**config.mk**
```make
export PLATFORM = sky130hd
export DESIGN_NAME = tlb_mgr
export DESIGN_NICKNAME = d
export VERILOG_FILES = /design/src/rtl/tlb_pkg.sv /design/src/rtl/tlb_entry_array.sv /design/src/rtl/tlb_probe_match.sv /design/src/rtl/tlb_mgr.sv
export SDC_FILE = /design/constraint.sdc
export NUM_CORES = 2
export LEC_CHECK = 0
export BUFFER_PORTS_ARGS = -buffer_cell sky130_fd_sc_hd__buf_2
export CORE_UTILIZATION = 60
export DETAILED_ROUTE_END_ITERATION = 6
export PLACE_DENSITY_LB_ADDON = 0.12
export SKIP_CTS_REPAIR_TIMING = 1
export SLEW_MARGIN = 20
export SYNTH_ARGS = -nofsm -noshare
export SYNTH_HDL_FRONTEND = slang
export SYNTH_SLANG_ARGS = --single-unit
```
**constraint.sdc**
```tcl
create_clock -name clk_i -period 2.7 [get_ports clk_i]
set_input_delay 0.135 -clock clk_i [delete_from_list [all_inputs] [get_ports clk_i]]
set_output_delay 0.135 -clock clk_i [all_outputs]
set_load 0.05 [all_outputs]
```
**src/rtl/tlb_pkg.sv**
```systemverilog
package tlb_pkg;
  localparam int unsigned VPN_W   = 19;
  localparam int unsigned ASID_W  = 8;
  localparam int unsigned PMASK_W = 12;
  localparam int unsigned PFN_W   = 24;
  localparam int unsigned CATTR_W = 3;

  typedef enum logic [1:0] {
    CMD_PROBE  = 2'd0,
    CMD_READ   = 2'd1,
    CMD_WR_IDX = 2'd2,
    CMD_WR_RND = 2'd3
  } tlb_cmd_e;

  typedef struct packed {
    logic               v;
    logic               d;
    logic [CATTR_W-1:0] c;
    logic [PFN_W-1:0]   pfn;
  } tlb_half_t;

  typedef struct packed {
    logic [VPN_W-1:0]   vpn;
    logic [ASID_W-1:0]  asid;
    logic               g;
    logic [PMASK_W-1:0] pmask;
    tlb_half_t          even;
    tlb_half_t          odd;
  } tlb_entry_t;

  // descriptor word bits 29:1 -> fields
  function automatic tlb_half_t pte_decode(input logic [29:1] w);
    tlb_half_t h;
    h.v   = w[1];
    h.d   = w[2];
    h.c   = w[5:3];
    h.pfn = w[29:6];
    return h;
  endfunction

  function automatic logic [31:0] pte_encode(input tlb_half_t h, input logic g);
    return {2'b00, h.pfn, h.c, h.d, h.v, g};
  endfunction
endpackage

```
**src/rtl/tlb_entry_array.sv**
```systemverilog
module tlb_entry_array
  import tlb_pkg::*;
#(
  parameter int unsigned N_ENTRIES = 16,
  localparam int unsigned IDXW = $clog2(N_ENTRIES)
) (
  input  logic              clk_i,
  input  logic              rst_ni,
  input  logic              we_i,
  input  logic [IDXW-1:0]   waddr_i,
  input  tlb_entry_t        wdata_i,
  input  logic [IDXW-1:0]   raddr_i,
  output tlb_entry_t        rdata_o,
  output logic [VPN_W-1:0]  vpn_o  [N_ENTRIES],
  output logic [ASID_W-1:0] asid_o [N_ENTRIES],
  output logic              g_o    [N_ENTRIES]
);
  tlb_entry_t ent_q [N_ENTRIES];

  always_ff @(posedge clk_i or negedge rst_ni) begin
    if (!rst_ni) begin
      for (int e = 0; e < int'(N_ENTRIES); e++) ent_q[e] <= '0;
    end else if (we_i) begin
      ent_q[waddr_i] <= wdata_i;
    end
  end

  for (genvar e = 0; e < N_ENTRIES; e++) begin : g_tag
    assign vpn_o[e]  = ent_q[e].vpn;
    assign asid_o[e] = ent_q[e].asid;
    assign g_o[e]    = ent_q[e].g;
  end

  assign rdata_o = ent_q[raddr_i];

  p_write_lands_r2: assert property (@(posedge clk_i) disable iff (!rst_ni)
    we_i |=> (ent_q[$past(waddr_i)] == $past(wdata_i)));
endmodule

```
**src/rtl/tlb_probe_match.sv**
```systemverilog
module tlb_probe_match
  import tlb_pkg::*;
#(
  parameter int unsigned N_ENTRIES = 16,
  localparam int unsigned IDXW = $clog2(N_ENTRIES)
) (
  input  logic              clk_i,
  input  logic              rst_ni,
  input  logic [VPN_W-1:0]  vpn_i,
  input  logic [ASID_W-1:0] asid_i,
  input  logic [VPN_W-1:0]  vpn_tab_i  [N_ENTRIES],
  input  logic [ASID_W-1:0] asid_tab_i [N_ENTRIES],
  input  logic              g_tab_i    [N_ENTRIES],
  output logic              hit_o,
  output logic [IDXW-1:0]   hit_idx_o
);
  logic [N_ENTRIES-1:0] match_vec;

  for (genvar e = 0; e < N_ENTRIES; e++) begin : g_cmp
    assign match_vec[e] = (g_tab_i[e] || (asid_tab_i[e] == asid_i)) &&
                          (vpn_tab_i[e] == vpn_i);
  end

  // walk downward so the lowest match wins
  always_comb begin
    hit_o     = 1'b0;
    hit_idx_o = '0;
    for (int e = int'(N_ENTRIES) - 1; e >= 0; e--) begin
      if (match_vec[e]) begin
        hit_o     = 1'b1;
        hit_idx_o = IDXW'(e);
      end
    end
  end

  p_hit_is_match_r6: assert property (@(posedge clk_i) disable iff (!rst_ni)
    hit_o |-> match_vec[hit_idx_o]);
  p_no_lower_match_r6: assert property (@(posedge clk_i) disable iff (!rst_ni)
    hit_o |-> ((match_vec & ((N_ENTRIES'(1) << hit_idx_o) - N_ENTRIES'(1))) == '0));
  p_miss_means_none_r7: assert property (@(posedge clk_i) disable iff (!rst_ni)
    !hit_o |-> (match_vec == '0));
endmodule

```
**src/rtl/tlb_mgr.sv**
```systemverilog
module tlb_mgr
  import tlb_pkg::*;
#(
  parameter int unsigned N_ENTRIES = 16,
  localparam int unsigned IDXW = $clog2(N_ENTRIES)
) (
  input  logic            clk_i,
  input  logic            rst_ni,
  input  logic            cmd_valid_i,
  input  logic [1:0]      cmd_i,
  input  logic [31:0]     tag_i,
  input  logic [31:0]     pte_even_i,
  input  logic [31:0]     pte_odd_i,
  input  logic [31:0]     size_mask_i,
  input  logic [31:0]     slot_i,
  input  logic [IDXW-1:0] rand_slot_i,
  output logic            done_o,
  output logic [31:0]     slot_o,
  output logic [31:0]     tag_o,
  output logic [31:0]     pte_even_o,
  output logic [31:0]     pte_odd_o,
  output logic [31:0]     size_mask_o,
  output logic            asid_flush_o
);
  localparam logic [31:0] MISS_BIT = 32'h8000_0000;

  tlb_cmd_e          cmd;
  logic              is_probe, is_read, we;
  logic [IDXW-1:0]   waddr, raddr;
  tlb_entry_t        wdata, rdata;
  logic [VPN_W-1:0]  vpn_tab  [N_ENTRIES];
  logic [ASID_W-1:0] asid_tab [N_ENTRIES];
  logic              g_tab    [N_ENTRIES];
  logic              hit;
  logic [IDXW-1:0]   hit_idx;
  logic              unused_bits;

  logic        done_q, flush_q;
  logic [31:0] slot_q, tag_q, even_q, odd_q, mask_q;

  assign cmd      = tlb_cmd_e'(cmd_i);
  assign is_probe = cmd_valid_i && (cmd == CMD_PROBE);
  assign is_read  = cmd_valid_i && (cmd == CMD_READ);
  assign we       = cmd_valid_i && ((cmd == CMD_WR_IDX) || (cmd == CMD_WR_RND));
  assign waddr    = (cmd == CMD_WR_RND) ? rand_slot_i : slot_i[IDXW-1:0];
  assign raddr    = slot_i[IDXW-1:0];

  assign unused_bits = ^{tag_i[12:8], size_mask_i[31:25], size_mask_i[12:0],
                         pte_even_i[31:30], pte_odd_i[31:30]};

  always_comb begin
    wdata       = '0;
    wdata.vpn   = tag_i[31:13];
    wdata.asid  = tag_i[7:0];
    wdata.g     = pte_even_i[0] & pte_odd_i[0];
    wdata.pmask = size_mask_i[24:13];
    wdata.even  = pte_decode(pte_even_i[29:1]);
    wdata.odd   = pte_decode(pte_odd_i[29:1]);
  end

  tlb_entry_array #(.N_ENTRIES(N_ENTRIES)) u_array (
    .clk_i   (clk_i),
    .rst_ni  (rst_ni),
    .we_i    (we),
    .waddr_i (waddr),
    .wdata_i (wdata),
    .raddr_i (raddr),
    .rdata_o (rdata),
    .vpn_o   (vpn_tab),
    .asid_o  (asid_tab),
    .g_o     (g_tab)
  );

  tlb_probe_match #(.N_ENTRIES(N_ENTRIES)) u_probe (
    .clk_i      (clk_i),
    .rst_ni     (rst_ni),
    .vpn_i      (tag_i[31:13]),
    .asid_i     (tag_i[7:0]),
    .vpn_tab_i  (vpn_tab),
    .asid_tab_i (asid_tab),
    .g_tab_i    (g_tab),
    .hit_o      (hit),
    .hit_idx_o  (hit_idx)
  );

  always_ff @(posedge clk_i or negedge rst_ni) begin
    if (!rst_ni) begin
      done_q  <= 1'b0;
      flush_q <= 1'b0;
      slot_q  <= '0;
      tag_q   <= '0;
      even_q  <= '0;
      odd_q   <= '0;
      mask_q  <= '0;
    end else begin
      done_q  <= cmd_valid_i;
      flush_q <= is_read && !rdata.g && (rdata.asid != tag_i[7:0]);
      if (is_probe) begin
        slot_q <= hit ? {{(32-IDXW){1'b0}}, hit_idx} : (slot_i | MISS_BIT);
      end
      if (is_read) begin
        tag_q  <= {rdata.vpn, 5'b00000, rdata.asid};
        mask_q <= {7'd0, rdata.pmask, 13'd0};
        even_q <= pte_encode(rdata.even, rdata.g);
        odd_q  <= pte_encode(rdata.odd, rdata.g);
      end
    end
  end

  assign done_o       = done_q;
  assign asid_flush_o = flush_q;
  assign slot_o       = slot_q;
  assign tag_o        = tag_q;
  assign pte_even_o   = even_q;
  assign pte_odd_o    = odd_q;
  assign size_mask_o  = mask_q;

  p_done_follows_r10: assert property (@(posedge clk_i) disable iff (!rst_ni)
    cmd_valid_i |=> done_o);
  p_done_idle_r10: assert property (@(posedge clk_i) disable iff (!rst_ni)
    !cmd_valid_i |=> !done_o);
  p_slot_hold_r10: assert property (@(posedge clk_i) disable iff (!rst_ni)
    !is_probe |=> $stable(slot_o));
  p_read_hold_r8: assert property (@(posedge clk_i) disable iff (!rst_ni)
    !is_read |=> ($stable(tag_o) && $stable(pte_even_o) && $stable(pte_odd_o)));
  p_miss_flag_r7: assert property (@(posedge clk_i) disable iff (!rst_ni)
    (is_probe && !hit) |=> (slot_o == ($past(slot_i) | MISS_BIT)));
  p_hit_clean_r6: assert property (@(posedge clk_i) disable iff (!rst_ni)
    (is_probe && hit) |=> !slot_o[31]);
  p_flush_only_read_r9: assert property (@(posedge clk_i) disable iff (!rst_ni)
    asid_flush_o |-> $past(is_read));
  p_flush_global_r9: assert property (@(posedge clk_i) disable iff (!rst_ni)
    asid_flush_o |-> !pte_even_o[0]);
  p_hi_bits_zero_r4: assert property (@(posedge clk_i) disable iff (!rst_ni)
    (pte_even_o[31:30] == 2'b00) && (pte_odd_o[31:30] == 2'b00));
endmodule

```
# [Yosys cells after proc, flatten, opt, wreduce, memory -nomap -nowiden]
# Index checks and enable logic that the tools add are counted.
[op_classes] n_eq_ne=36 n_reduce_logical=41 n_bitwise=3 mux=40 magnitude_cmp=3
[ops] operator="1568-bit bitwise mux" n=1
[ops] operator="98-bit binary-select mux with 4-bit select" n=1
[ops] operator="98-bit demux with 4-bit select" n=1
[ops] operator="19-bit == test" n=16
[ops] operator="98-bit two-way mux" n=3
[ops] operator="8-bit == test" n=16
[ops] operator="4-bit two-way mux" n=17
[ops] operator="32-bit two-way mux" n=1
[ops] operator="1-bit logical AND" n=22
[ops] operator="1-bit logical OR" n=17
[ops] operator="1-bit two-way mux" n=16
[ops] operator="5-bit greater-or-equal comparator (second input constant)" n=2
[ops] operator="4-bit NOT with 5-bit output" n=2
[ops] operator="8-bit != test" n=1
[ops] operator="5-bit by 1-bit < comparator with 1-bit output (second input constant)" n=1
[ops] operator="2-bit == test (second input constant)" n=2
[ops] operator="2-bit by 1-bit == test with 1-bit output (second input constant)" n=1
[ops] operator="2-bit logical NOT" n=1
[ops] operator="1-bit AND" n=1
[ops] operator="1-bit logical NOT" n=1
[totals] in_bits=169 wordCells=322 output_inout_bits=162 ff_bits=1701

# [Depth between registers and ports, before layout]
[depth] ltp_word=20 mapped_depth=13 ltp_nobuf=9

# [Cells and area by module]
# Synthesis repeated with hierarchy kept, for this count alone.
[hier_totals] hier_cells=5768 area_unflattened_um2=83829.1
[by_module_without_submodules] mod="tlb_entry_array" area_each_um2=73037.5 cells_per_inst=4694 instances=1 seq_area_each_um2=39237.6
[by_module_without_submodules] mod="tlb_mgr" area_each_um2=5465.2 cells_per_inst=397 instances=1 seq_area_each_um2=3303.2
[by_module_without_submodules] mod="tlb_probe_match" area_each_um2=5326.4 cells_per_inst=677 instances=1 seq_area_each_um2=0.0

# [Worst setup path before layout]
# No wires, ideal clock.
[synth_path] kind="input-to-reg" start="in slot_i[0]" end="reg tag_q[16], in the netlist tag_o[16]" path_buffers=3 required_time_ps=2575 setup_ps=125 t_arrival_ps=2280 cell_stages=6 setup_slack_ps=295 cell_sequence="buf_4 > buf_2 > clkbuf_1 > mux4_2 > mux4_2 > mux2_2"
[synth_via] elab_chain_len=4
[synth_lines] item="from (decl)" line="tlb_mgr.sv:15" text="input logic [31:0] slot_i,"
[synth_lines] item="4-bit NOT with 5-bit output (not written as such)" line="tlb_entry_array.sv:34" text="assign rdata_o = ent_q[raddr_i];"
[synth_lines] item="98-bit binary-select mux with 4-bit select" line="tlb_entry_array.sv:34"
[synth_lines] item="98-bit two-way mux (not written as such) (2 in series)" line="tlb_entry_array.sv:34"
[synth_lines] item="to (signal assigned)" line="tlb_mgr.sv:102" text="tag_q <= {rdata.vpn, 5'b00000, rdata.asid};"
[synth_lines] item="to (decl)" line="tlb_mgr.sv:39" text="logic [31:0] slot_q, tag_q, even_q, odd_q, mask_q;"
# Every way passes these cells. The select of a mux whose other input is x is not followed.
# A chain may end at the register's enable or synchronous reset.

# [Worst setup path in the final report]
[layout_path] start="reg u_array.ent_q, in the netlist u_array.vpn_o[162]" end="reg slot_q[17], in the netlist slot_o[17]"
[layout_via] elab_chain_len=11
[layout_lines] item="from (decl)" line="tlb_entry_array.sv:18" text="tlb_entry_t ent_q [N_ENTRIES];"
[layout_lines] item="from (signal, indexed assignment)" line="tlb_entry_array.sv:24" text="ent_q[waddr_i] <= wdata_i;"
[layout_lines] item="19-bit == test" line="tlb_probe_match.sv:21" text="(vpn_tab_i[e] == vpn_i);"
[layout_lines] item="1-bit logical AND" line="tlb_probe_match.sv:20" text="assign match_vec[e] = (g_tab_i[e] || (asid_tab_i[e] == asid_i)) &&"
[layout_lines] item="1-bit two-way mux (8 in series)" line="tlb_probe_match.sv:29" text="if (match_vec[e]) begin"
[layout_lines] item="32-bit two-way mux" line="tlb_mgr.sv:99" text="slot_q <= hit ? {{(32-IDXW){1'b0}}, hit_idx} : (slot_i | MISS_BIT);"
[layout_lines] item="to (signal assigned)" line="tlb_mgr.sv:99"
[layout_lines] item="to (decl)" line="tlb_mgr.sv:39"
# Every way passes these cells.

==> summary.txt <==
Status: finished with violations
Failing checks: negative hold slack, negative setup slack
CTS tree: yes
Fin Clk Skew: 0.02917 ns
RSZ-0062 raised after global routing: yes
DRT iter0 DRCs: 3,214
HPWL after DPL: 127,900 um
Slack of the critical path: -0.02304 ns
Slew @ Worst Pin: 0.8447 ns
CTS H-tree lvls: 4
Worst path required time: 3.38 ns
Clk_lat worst skew: 0.82 ns
Crit. Startpoint: u_array.vpn_o[162]$_DFFE_PN0P_
Hold Crit Class: in2reg
Area grow syn2layout: 15.59%
Boundary Pins: 331
Syn Area/Cell: 15.79 um^2
Ys async rst share: 100.0%
Worst R2R Start: u_array.vpn_o[162]$_DFFE_PN0P_
Final Max Tran Viols: 0
Clk buf depth: 3
Period minus WS final: 2.723 ns
Sequential fraction of the synthesis area: 52.94%
PwrDens: 843.2 mW/mm^2
Num CTS Buffers: 177
Number of synthesized flops with an enable pin: 0
Layout cell share with drive strength beyond 1: 53.95%
Crit path max fanout: 14
Die height: 368.0 um
Final setup violation count: 20
Max Cap Viol: 0
Crit start category: register
Die Area: 0.1354 mm^2
Mean routed wirelength per cell: 27.57 um
Hold path start: rand_slot_i[0]
Antenna violations before repair: 17
Post-Synthesis Cells: 5,090
Final cell count without fillers: 7,416
TritonCTS Sinks: 1,700
Layout filler cell count: 8,833
Yosys warns: 0
Starting Density: 60.82%
Drt total wl: 204,400 um
Nets: 5,681
Fin crit share: 100.9%
Clock slew at reported path FFs: 0.06 ns
Gpl congestion: 0.9127
Core Rows: 133
Leakage: 0.04254 uW
Clock tree root buffer cell: clkbuf_16
Setup crit end kind: register
Core Region: 0.1321 mm^2
Synth cell types: 47
Post-Syn Area: 0.08036 mm^2
Fmax achieved: 367.2 MHz
DRT antenna net count: 0
Max VDD drop: 0.6758 mV
Setup CP Type: reg2reg
Vias in the first global route: 48,620
Worst hold margin: -0.01976 ns
Largest net degree at the start of global routing: 151
Die Wd: 368.0 um
Met1 usage: 43.36%
# DRC: 0
GRT Overall Usage: 30.66%
First-pass GRT wire length: 312,400 um
GR Util met3: 5.152%
Vias/cell: 6.265
Most frequent cells in the layout: 1,700 x dfrtp_1, 1,651 x mux2_2, 490 x mux4_2
Slew headroom: 43.69%
Gr ovfl total: 0
# placed instances: 6,956
Commonest non-fill, non-tap cell in the layout: dfrtp_1
Count of input and output buffers: 271
Met2 Track Usage GR: 49.18%
DR pass1 iterations: 7
Fin. Hold Viols: 1
GR peak layer: met2
Top FF cell, synth: dfrtp_1
#FFs+latches synth: 1,700
Crit path DAT: 3.41 ns
Vias: 46,460
[layer usage]
layer	share of wire [%]	vias up	wire, um
met3	4.9	350	9958
met1	43	25260	88170
met4	3.0	14	6095
met2	49	1181	100100
li1	-	19650	-
met5	0.040	-	81
[per-stage QoR]
stage                     area, um^2  util, %  total power [uW]  setup TNS, ns  setup slack (ns)
after floorplan                80460        -             48110              0            0.2952
after global placement         85430    64.66             53040         -3.200           -0.1120
after detailed placement       85450    64.67             53790         -4.172           -0.1550
after CTS                      91360    69.14             78510         -3.127           -0.1221
after global routing           92880    70.30             81580        -0.9052          -0.05325
final                          92880    70.30             78320        -0.2049          -0.02304
[logic make-up after synthesis]
family                    after synthesis  synth area share (%)
AOI/OAI and AO/OA                      82                0.6976
xor gates and xnor gates              440                 4.796
buffers and inverters                 506                 3.088
DFF                                  1700                 52.94
muxes                                2143                 36.89
other                                   1              0.004667
and+or+nand+nor                       218                 1.580
[critical path, cell delays in order (launching register included)]
cell and delay [ns]:
dfrtp_1 0.40, xor2_1 0.18, nor4_1 0.35, buf_4 0.17
nand4_1 0.17, or3_1 0.43, nor4b_2 0.21, nand2_2 0.14
nor3_4 0.07, buf_12 0.13, buf_12 0.14, a22o_1 0.19
[Yosys cell counts, drive strengths merged (2+ instances only)]
master / n / area (um^2)
nor4: 88 / 550.5
mux2: 1651 / 18590
clkbuf: 263 / 987.2
or3: 6 / 37.54
a22o: 28 / 245.2
nand2b: 6 / 37.54
nor2: 8 / 30.03
xor2: 350 / 3065
nand3: 21 / 105.1
nand2: 29 / 111.4
o31ai: 3 / 22.52
mux2i: 2 / 20.02
a21oi: 17 / 85.08
nor2b: 7 / 43.79
and2: 2 / 12.51
nor4b: 2 / 17.52
buf: 238 / 1475
inv: 5 / 18.77
a211oi: 2 / 15.01
o21ai: 24 / 120.1
mux4: 490 / 11040
xnor2: 90 / 788.3
nand4: 28 / 175.2
dfrtp: 1700 / 42540
nor3: 14 / 91.34
nand3b: 3 / 22.52
[registers in the layout, summed over array words and instances, names as in the netlist]
| signal | cells |
|---|---|
| u_array.vpn_o | 304 |
| done_o | 1 |
| tag_o | 27 |
| u_array.g_o | 16 |
| slot_o | 32 |
| u_array.asid_o | 128 |
| pte_even_o | 29 |
| pte_odd_o | 30 |
| u_array.ent_q | 1120 |
| size_mask_o | 12 |
| asid_flush_o | 1 |
[power breakdown]
| part | internal [uW] | total [uW] | switching (uW) |
|---|---|---|---|
| Combinational | 9670 | 18100 | 8420 |
| Clock | 14200 | 24600 | 10400 |
| Sequential | 31700 | 35600 | 3920 |
[worst paths after layout]
kind / cells after the start / endpoint / slack (ns)
min in group asynchronous: 3 / u_array.vpn_o[261]$_DFFE_PN0P_ / 0.10
worst max register to register: 11 / slot_o[17]$_DFFE_PN0P_ / -0.02
worst min-delay path: 5 / u_array.g_o[11]$_DFFE_PN0P_ / -0.02
max in group asynchronous: 4 / u_array.ent_q[1086]$_DFFE_PN0P_ / 1.74
worst max-delay path: 11 / slot_o[17]$_DFFE_PN0P_ / -0.02
worst min register to register: 1 / slot_o[31]$_DFFE_PN0P_ / 0.47
[cell type report]
cell class	count	area [um^2]	area share (%)
inverter	5	18.77	0.02021
tap	1755	2196	2.364
clock buffer	276	5345	5.755
sequential	1700	42540	45.80
antenna	6	15.01	0.01616
timing repair buffer	716	6496	6.994
clock inverter	46	565.5	0.6089
multi-input combinational	2912	35710	38.44
Note: power is estimated with default switching activity, not from simulation.
